### src/rtl/chol_pkg.sv
package chol_pkg;

  typedef enum logic [4:0] {
    S_IDLE, S_WAIT, S_LJK, S_CJK, S_LIK, S_LIJ, S_WIJ,
    S_LDG, S_CDG, S_SQ, S_WDG, S_LDV, S_CDV, S_DV, S_WDV,
    S_FIN, S_ABT
  } col_state_e;

endpackage

### src/rtl/chol_sqrt.sv
module chol_sqrt #(
  parameter int DW   = 32,
  parameter int FRAC = 16
) (
  input  logic          clk,
  input  logic          rst_n,
  input  logic          start_i,
  input  logic [DW-1:0] val_i,
  output logic          done_o,
  output logic [DW-1:0] root_o
);
  localparam int RW = DW + FRAC;
  localparam int QW = RW / 2;
  localparam int CW = $clog2(QW + 1);

  logic          run_q, run_d, done_q, done_d;
  logic [CW-1:0] cnt_q, cnt_d;
  logic [RW-1:0] rad_q, rad_d;
  logic [QW+1:0] rem_q, rem_d;
  logic [QW-1:0] root_q, root_d;
  logic [QW+3:0] rem_sh, trial, rem_nx;
  logic          ge;

  // restoring step: bring down two radicand bits, try (root<<2)|1
  always_comb begin
    rem_sh = {rem_q, rad_q[RW-1 -: 2]};
    trial  = {2'b00, root_q, 2'b01};
    ge     = rem_sh >= trial;
    rem_nx = ge ? rem_sh - trial : rem_sh;
  end

  always_comb begin
    run_d  = run_q;
    cnt_d  = cnt_q;
    rad_d  = rad_q;
    rem_d  = rem_q;
    root_d = root_q;
    done_d = 1'b0;
    if (start_i) begin
      run_d  = 1'b1;
      cnt_d  = '0;
      rad_d  = {val_i, {FRAC{1'b0}}};
      rem_d  = '0;
      root_d = '0;
    end else if (run_q) begin
      rad_d  = rad_q << 2;
      rem_d  = (QW+2)'(rem_nx);
      root_d = (root_q << 1) | QW'(ge);
      cnt_d  = cnt_q + 1'b1;
      if (cnt_q == CW'(QW - 1)) begin
        run_d  = 1'b0;
        done_d = 1'b1;
      end
    end
  end

  always_ff @(posedge clk or negedge rst_n) begin
    if (!rst_n) begin
      run_q  <= 1'b0;
      done_q <= 1'b0;
      cnt_q  <= '0;
      rad_q  <= '0;
      rem_q  <= '0;
      root_q <= '0;
    end else begin
      run_q  <= run_d;
      done_q <= done_d;
      cnt_q  <= cnt_d;
      rad_q  <= rad_d;
      rem_q  <= rem_d;
      root_q <= root_d;
    end
  end

  assign done_o = done_q;
  assign root_o = DW'(root_q);

  a_r5_sqrt_strobe: assert property (@(posedge clk) disable iff (!rst_n)
    done_o |=> !done_o);

endmodule

### src/rtl/chol_div.sv
module chol_div #(
  parameter int DW   = 32,
  parameter int FRAC = 16
) (
  input  logic          clk,
  input  logic          rst_n,
  input  logic          start_i,
  input  logic [DW-1:0] num_i,
  input  logic [DW-1:0] den_i,
  output logic          done_o,
  output logic [DW-1:0] quo_o
);
  localparam int NW = DW + FRAC;
  localparam int CW = $clog2(NW + 1);

  logic          run_q, run_d, done_q, done_d, neg_q, neg_d;
  logic [CW-1:0] cnt_q, cnt_d;
  logic [NW-1:0] dvd_q, dvd_d, quo_q, quo_d;
  logic [DW-1:0] den_q, den_d, mag;
  logic [DW+1:0] r_q, r_d, r_sh, r_nx;

  // non-restoring step: add or subtract by sign of the partial remainder
  always_comb begin
    mag  = num_i[DW-1] ? DW'(-num_i) : num_i;
    r_sh = {r_q[DW:0], dvd_q[NW-1]};
    r_nx = r_q[DW+1] ? r_sh + {2'b00, den_q} : r_sh - {2'b00, den_q};
  end

  always_comb begin
    run_d  = run_q;
    cnt_d  = cnt_q;
    dvd_d  = dvd_q;
    quo_d  = quo_q;
    den_d  = den_q;
    neg_d  = neg_q;
    r_d    = r_q;
    done_d = 1'b0;
    if (start_i) begin
      run_d = 1'b1;
      cnt_d = '0;
      dvd_d = {mag, {FRAC{1'b0}}};
      quo_d = '0;
      den_d = den_i;
      neg_d = num_i[DW-1];
      r_d   = '0;
    end else if (run_q) begin
      r_d   = r_nx;
      dvd_d = dvd_q << 1;
      quo_d = (quo_q << 1) | NW'(!r_nx[DW+1]);
      cnt_d = cnt_q + 1'b1;
      if (cnt_q == CW'(NW - 1)) begin
        run_d  = 1'b0;
        done_d = 1'b1;
      end
    end
  end

  always_ff @(posedge clk or negedge rst_n) begin
    if (!rst_n) begin
      run_q  <= 1'b0;
      done_q <= 1'b0;
      cnt_q  <= '0;
      dvd_q  <= '0;
      quo_q  <= '0;
      den_q  <= '0;
      neg_q  <= 1'b0;
      r_q    <= '0;
    end else begin
      run_q  <= run_d;
      done_q <= done_d;
      cnt_q  <= cnt_d;
      dvd_q  <= dvd_d;
      quo_q  <= quo_d;
      den_q  <= den_d;
      neg_q  <= neg_d;
      r_q    <= r_d;
    end
  end

  assign done_o = done_q;
  assign quo_o  = neg_q ? DW'(-quo_q) : DW'(quo_q);

  a_r5_div_strobe: assert property (@(posedge clk) disable iff (!rst_n)
    done_o |=> !done_o);

endmodule

### src/rtl/chol_col_engine.sv
module chol_col_engine
  import chol_pkg::*;
#(
  parameter int MAXN = 16,
  parameter int DW   = 32,
  parameter int FRAC = 16
) (
  input  logic                       clk,
  input  logic                       rst_n,
  input  logic                       start_i,
  input  logic [$clog2(MAXN)-1:0]    col_i,
  input  logic [$clog2(MAXN):0]      order_i,
  output logic                       busy_o,
  output logic                       done_o,
  output logic                       err_o,
  output logic                       rdy_set_o,
  output logic [$clog2(MAXN)-1:0]    rdy_col_o,
  input  logic [MAXN-1:0]            ready_i,
  output logic [2*$clog2(MAXN)-1:0]  mem_addr_o,
  output logic [DW-1:0]              mem_wdata_o,
  output logic                       mem_we_o,
  input  logic [DW-1:0]              mem_rdata_i
);
  localparam int IW = $clog2(MAXN);
  localparam int NW = IW + 1;

  col_state_e    st_q, st_d;
  logic [IW-1:0] col_q, col_d, k_q, k_d, i_q, i_d;
  logic [NW-1:0] n_q, n_d;
  logic [DW-1:0] ajk_q, ajk_d, aik_q, aik_d, diag_q, diag_d;
  logic          err_q, err_d;
  logic          last_row, k_last, col_last, diag_bad;
  logic          sq_start, sq_done, dv_start, dv_done;
  logic [DW-1:0] sq_root, dv_quo;
  logic signed [2*DW-1:0] prod;
  logic signed [DW-1:0]   upd;

  chol_sqrt #(.DW(DW), .FRAC(FRAC)) u_sqrt (
    .clk(clk), .rst_n(rst_n), .start_i(sq_start), .val_i(mem_rdata_i),
    .done_o(sq_done), .root_o(sq_root));

  chol_div #(.DW(DW), .FRAC(FRAC)) u_div (
    .clk(clk), .rst_n(rst_n), .start_i(dv_start), .num_i(mem_rdata_i),
    .den_i(diag_q), .done_o(dv_done), .quo_o(dv_quo));

  // column-modify datapath: A[i][j] - A[j][k]*A[i][k], rescaled
  always_comb begin
    prod = $signed(ajk_q) * $signed(aik_q);
    upd  = $signed(mem_rdata_i) - DW'(prod >>> FRAC);
  end

  always_comb begin
    last_row = ({1'b0, i_q} + 1'b1) == n_q;
    col_last = ({1'b0, col_q} + 1'b1) == n_q;
    k_last   = ({1'b0, k_q} + 1'b1) == {1'b0, col_q};
    diag_bad = mem_rdata_i[DW-1] || (mem_rdata_i == '0);
  end

  // next-state and counter logic
  always_comb begin
    st_d     = st_q;
    col_d    = col_q;
    n_d      = n_q;
    k_d      = k_q;
    i_d      = i_q;
    ajk_d    = ajk_q;
    aik_d    = aik_q;
    diag_d   = diag_q;
    err_d    = err_q;
    sq_start = 1'b0;
    dv_start = 1'b0;
    unique case (st_q)
      S_IDLE: if (start_i) begin
        col_d = col_i;
        n_d   = order_i;
        k_d   = '0;
        err_d = 1'b0;
        st_d  = (col_i == '0) ? S_LDG : S_WAIT;
      end
      S_WAIT: if (ready_i[k_q]) st_d = S_LJK;
      S_LJK:  st_d = S_CJK;
      S_CJK: begin
        ajk_d = mem_rdata_i;
        i_d   = col_q;
        st_d  = S_LIK;
      end
      S_LIK:  st_d = S_LIJ;
      S_LIJ: begin
        aik_d = mem_rdata_i;
        st_d  = S_WIJ;
      end
      S_WIJ: if (last_row) begin
        k_d  = k_q + 1'b1;
        st_d = k_last ? S_LDG : S_WAIT;
      end else begin
        i_d  = i_q + 1'b1;
        st_d = S_LIK;
      end
      S_LDG:  st_d = S_CDG;
      S_CDG: if (diag_bad) begin
        err_d = 1'b1;
        st_d  = S_ABT;
      end else begin
        sq_start = 1'b1;
        st_d     = S_SQ;
      end
      S_SQ: if (sq_done) begin
        diag_d = sq_root;
        st_d   = S_WDG;
      end
      S_WDG: begin
        i_d  = col_q + 1'b1;
        st_d = col_last ? S_FIN : S_LDV;
      end
      S_LDV:  st_d = S_CDV;
      S_CDV: begin
        dv_start = 1'b1;
        st_d     = S_DV;
      end
      S_DV: if (dv_done) begin
        aik_d = dv_quo;
        st_d  = S_WDV;
      end
      S_WDV: if (last_row) st_d = S_FIN;
      else begin
        i_d  = i_q + 1'b1;
        st_d = S_LDV;
      end
      S_FIN, S_ABT: st_d = S_IDLE;
      default: st_d = S_IDLE;
    endcase
  end

  always_ff @(posedge clk or negedge rst_n) begin
    if (!rst_n) begin
      st_q   <= S_IDLE;
      col_q  <= '0;
      n_q    <= '0;
      k_q    <= '0;
      i_q    <= '0;
      ajk_q  <= '0;
      aik_q  <= '0;
      diag_q <= '0;
      err_q  <= 1'b0;
    end else begin
      st_q   <= st_d;
      col_q  <= col_d;
      n_q    <= n_d;
      k_q    <= k_d;
      i_q    <= i_d;
      ajk_q  <= ajk_d;
      aik_q  <= aik_d;
      diag_q <= diag_d;
      err_q  <= err_d;
    end
  end

  // memory port decode
  always_comb begin
    mem_addr_o  = '0;
    mem_wdata_o = '0;
    mem_we_o    = 1'b0;
    unique case (st_q)
      S_LJK:        mem_addr_o = {col_q, k_q};
      S_LIK:        mem_addr_o = {i_q, k_q};
      S_LIJ:        mem_addr_o = {i_q, col_q};
      S_WIJ: begin
        mem_addr_o  = {i_q, col_q};
        mem_wdata_o = upd;
        mem_we_o    = 1'b1;
      end
      S_LDG:        mem_addr_o = {col_q, col_q};
      S_WDG: begin
        mem_addr_o  = {col_q, col_q};
        mem_wdata_o = diag_q;
        mem_we_o    = 1'b1;
      end
      S_LDV:        mem_addr_o = {i_q, col_q};
      S_WDV: begin
        mem_addr_o  = {i_q, col_q};
        mem_wdata_o = aik_q;
        mem_we_o    = 1'b1;
      end
      default: ;
    endcase
  end

  assign busy_o    = (st_q != S_IDLE);
  assign done_o    = (st_q == S_FIN) || (st_q == S_ABT);
  assign rdy_set_o = (st_q == S_FIN);
  assign rdy_col_o = col_q;
  assign err_o     = err_q;

  a_r1_we_busy: assert property (@(posedge clk) disable iff (!rst_n)
    mem_we_o |-> busy_o);
  a_r3_cdiv_after_cmod: assert property (@(posedge clk) disable iff (!rst_n)
    (st_q == S_LDG) |-> (k_q == col_q));
  a_r4_stall_hold: assert property (@(posedge clk) disable iff (!rst_n)
    (st_q == S_WAIT && !ready_i[k_q]) |=> (st_q == S_WAIT && !mem_we_o));
  a_r7_pulse_once: assert property (@(posedge clk) disable iff (!rst_n)
    rdy_set_o |=> !rdy_set_o);
  a_r8_no_ready_on_err: assert property (@(posedge clk) disable iff (!rst_n)
    rdy_set_o |-> !err_o);
  a_r10_done_idle: assert property (@(posedge clk) disable iff (!rst_n)
    done_o |=> !busy_o);

endmodule

### config.mk
export PLATFORM = sky130hd
export DESIGN_NAME = chol_col_engine
export DESIGN_NICKNAME = d
export VERILOG_FILES = /design/src/rtl/chol_pkg.sv /design/src/rtl/chol_sqrt.sv /design/src/rtl/chol_div.sv /design/src/rtl/chol_col_engine.sv
export SDC_FILE = /design/constraint.sdc
export NUM_CORES = 2
export LEC_CHECK = 0
export CORE_MARGIN = 4
export CORE_UTILIZATION = 40
export CTS_BUF_LIST = sky130_fd_sc_hd__clkbuf_4 sky130_fd_sc_hd__clkbuf_8 sky130_fd_sc_hd__clkbuf_16
export DETAILED_ROUTE_END_ITERATION = 7
export GPL_ROUTABILITY_DRIVEN = 0
export GPL_TIMING_DRIVEN = 0
export PLACE_DENSITY = 0.51
export SLEW_MARGIN = 20
export SYNTH_ARGS = -nofsm -noshare
export SYNTH_HDL_FRONTEND = slang
export SYNTH_SLANG_ARGS = --single-unit
### constraint.sdc
create_clock -name clk -period 26.8 [get_ports clk]
set_input_delay 2.68 -clock clk [delete_from_list [all_inputs] [get_ports clk]]
set_output_delay 2.68 -clock clk [all_outputs]
set_load 0.02 [all_outputs]
==> run_results.csv <==
group,metric,value,unit
timing,fin_skew,48.3,ps
worst_setup_path,crit_start,"aik_q[2]$_DFFE_PN0P_",
placed_design,hpwl,154,mm
yosys,synth_ff_type,"dfrtp_1",
clock_network,cts_root_buf,"clkbuf_16",
worst_setup_path,cp-end-kind,"output port",
layout,fin_cells,7328,
clock_network,ctsResizeCount,0,
grt,grt_use_total,0.286,
yosys,syn_avg_cell_area,9.09,µm²
clock_network,hold_buffers,0,
detailed_routing,via_per_inst,5.36,
clock_network,postCtsSetupBuffers,0,
worst_setup_path,r2r-start,"u_div.den_q[2]$_DFFE_PN0P_",
yosys,yosysWarnings,0,
floorplan,die_h,362,µm
worst_hold_path,min_from,"err_o$_DFFE_PN0P_",
worst_setup_path,crit_type,"reg2out",
worst_setup_path,r2r_end,"u_div.r_q[33]$_DFFE_PN0P_",
worst_setup_path,ff2ff_setup_slack,21390,ps
placed_design,place_inst,7251,
yosys,synth_cells,5501,
worst_setup_path,crit_end,"mem_wdata_o[21]",
layout,final_cell_area,54600,µm²
timing,max_freq,63.8,MHz
floorplan,dieArea,131000,µm²
layout,layout_commonest_cell,"inv_1",
yosys,ys_seq_elements,331,
yosys,synth-edff-count,0,
detailed_routing,avgRoutedWirePerCell,25.4,µm
timing,post-route-period-util,0.585,
detailed_routing,routed_wl,186,mm
timing,final.min_clock_period,15680,ps
clock_network,cts_inserted_buffers,38,
yosys,syn_nets,6663,
worst_setup_path,worst_setup_path_start_kind,"flop",
detailed_routing,drc,0,
detailed_routing,ant_nets,0,
detailed_routing,firstDrtPassIters,5,
worst_setup_path,crit_arrival,13000,ps
clock_network,cts_max_level,2,
yosys,netlist_area,50000,µm²
worst_setup_path,max_stage_delay,810,ps
timing,hold_slack,501,ps
grt,antenna_found_initial,9,
worst_hold_path,holdCritPathClass,"reg2reg",
job,max_cap_viol_count,0,
clock_network,cts_buffer_depth,3,
timing,setup_viol,0,
outcome,status,"complete, no violations",
worst_setup_path,crit_top_cell,"fa_1",
floorplan,initial_core_util,0.403,
grt,grt_pass1_wl,276,mm
clock_network,insertion_delay,600,ps
layout,mostFrequentLayoutCells,"865 x inv_1, 840 x fa_1, 694 x nand2_1",
floorplan,ioPinCount,109,
timing,setup_tns,0,ps
grt,grt_max_degree,92,
timing,tightest_slew,1220,ps
detailed_routing,vias,39300,
yosys,async_flop_share,1.00,
placed_design,port_buffers,107,
detailed_routing,initialDrtViolationCount,3153,
layout,drive_above_1_share,0.0289,
grt,grt_pass1_vias,40700,
timing,relSlewSlack,0.186,
clock_network,clock-sinks,331,
yosys,yosysSeqAreaShare,0.166,
worst_setup_path,slowest_stage,"dfrtp_1",
timing,slew_viol_final,0,
worst_setup_path,critical_path.max_fanout,11,
floorplan,fp.dieW,362,µm
placed_design,dpl_cell_area,53200,µm²
timing,finalHoldViolations,0,
floorplan,num_rows,129,
floorplan,core_area,124000,µm²
grt,overflow,0,
layout,area_delta_synth_final,9.25,%
clock_network,clkTransAtPathRegs,70,ps
worst_setup_path,reg2reg_depth,18,
worst_setup_path,required,24120,ps
clock_network,cts_tree,"built",
timing,rsz0062_at_grt,"no",
layout,layout.nets,6816,
yosys,yosysUniqueCellTypes,79,
-- worst min path at each step --
stage,slack (ps),to,cells past startpoint
after floorplan,450,st_q[2]$_DFFE_PN0P_,1
after global placement,470,err_o$_DFFE_PN0P_,1
after global routing,520,err_o$_DFFE_PN0P_,1
after CTS,500,err_o$_DFFE_PN0P_,1
after detailed placement,470,err_o$_DFFE_PN0P_,1
final,500,err_o$_DFFE_PN0P_,1
-- layer usage --
metal / vias up / share of wire / GRT usage
li1: 17500 / - / -
met5: - / 0.000070 / 0
met2: 1329 / 0.44 / 0.447
met3: 248 / 0.084 / 0.0609
met4: 2 / 0.037 / 0.0927
met1: 20200 / 0.44 / 0.399
-- synthesized netlist by cell type (103+ instances only) --
master | count | share of area
dfrtp_1 | 331 | 0.17
a21oi_1 | 159 | 0.016
inv_1 | 865 | 0.065
fa_1 | 840 | 0.34
xor2_1 | 103 | 0.018
and2_1 | 506 | 0.063
mux2i_1 | 164 | 0.033
xnor2_1 | 134 | 0.023
nor2_1 | 253 | 0.019
ha_1 | 262 | 0.066
clkbuf_1 | 282 | 0.021
o21ai_0 | 262 | 0.026
nand2_1 | 694 | 0.052
-- per-stage QoR --
stage	setup WS (ps)	util
global route	10810	0.440
floorplan	15240	-
global placement	7410	0.428
finish	11120	0.441
CTS	11320	0.440
detailed placement	12020	0.429
-- critical path: cells and delay by family (launching register included) --
| kind | cells | cell delay [ps] |
|---|---|---|
| xor+xnor | 1 | 230 |
| simple gates | 4 | 1170 |
| flops | 1 | 810 |
| buf+inv | 7 | 1820 |
| fa+ha+maj | 10 | 4340 |
| compound gates | 13 | 4000 |
-- registers in the layout, summed over array words and instances (netlist names), 5 cells and up --
| signal | flops |
|---|---|
| n_q | 5 |
| u_sqrt.rem_q | 26 |
| diag_q | 24 |
| u_div.dvd_q | 32 |
| u_div.den_q | 24 |
| ajk_q | 32 |
| u_sqrt.cnt_q | 5 |
| u_sqrt.rad_q | 32 |
| u_div.cnt_q | 6 |
| u_sqrt.root_q | 24 |
| st_q | 5 |
| u_div.quo_q | 32 |
| aik_q | 32 |
| u_div.r_q | 34 |
-- cell families (layout without fill, tap and decap cells) --
family                   after synthesis  count (layout)  share of synthesized area
AND/OR/NAND/NOR                     1720            1720                      0.168
buffers and inverters               1178            1359                     0.0891
adder cells (fa/ha/maj)             1102            1102                      0.402
AO/OA/AOI/OAI                        720             720                     0.0886
flip-flops                           331             331                      0.166
XOR/XNOR                             237             237                     0.0415
multiplexers                         213             213                     0.0450
other                                  0               9                          0
-- layout make-up --
| class | instances | area (µm²) |
|---|---|---|
| fillers | 12500 | 69300 |
| multi-input cells | 3992 | 37300 |
| flip-flops and latches | 331 | 8280 |
| inverters | 867 | 3250 |
| well taps | 1637 | 2050 |
| plain buffers | 311 | 1200 |
| repair buffers | 113 | 1190 |
| clock buffers | 55 | 1140 |
| clock inverters | 13 | 216 |
| diodes | 9 | 22.5 |
Power is left out: the tool's default activity adds up to more than one toggle a clock period on the data nets, which glitch-free logic cannot reach.
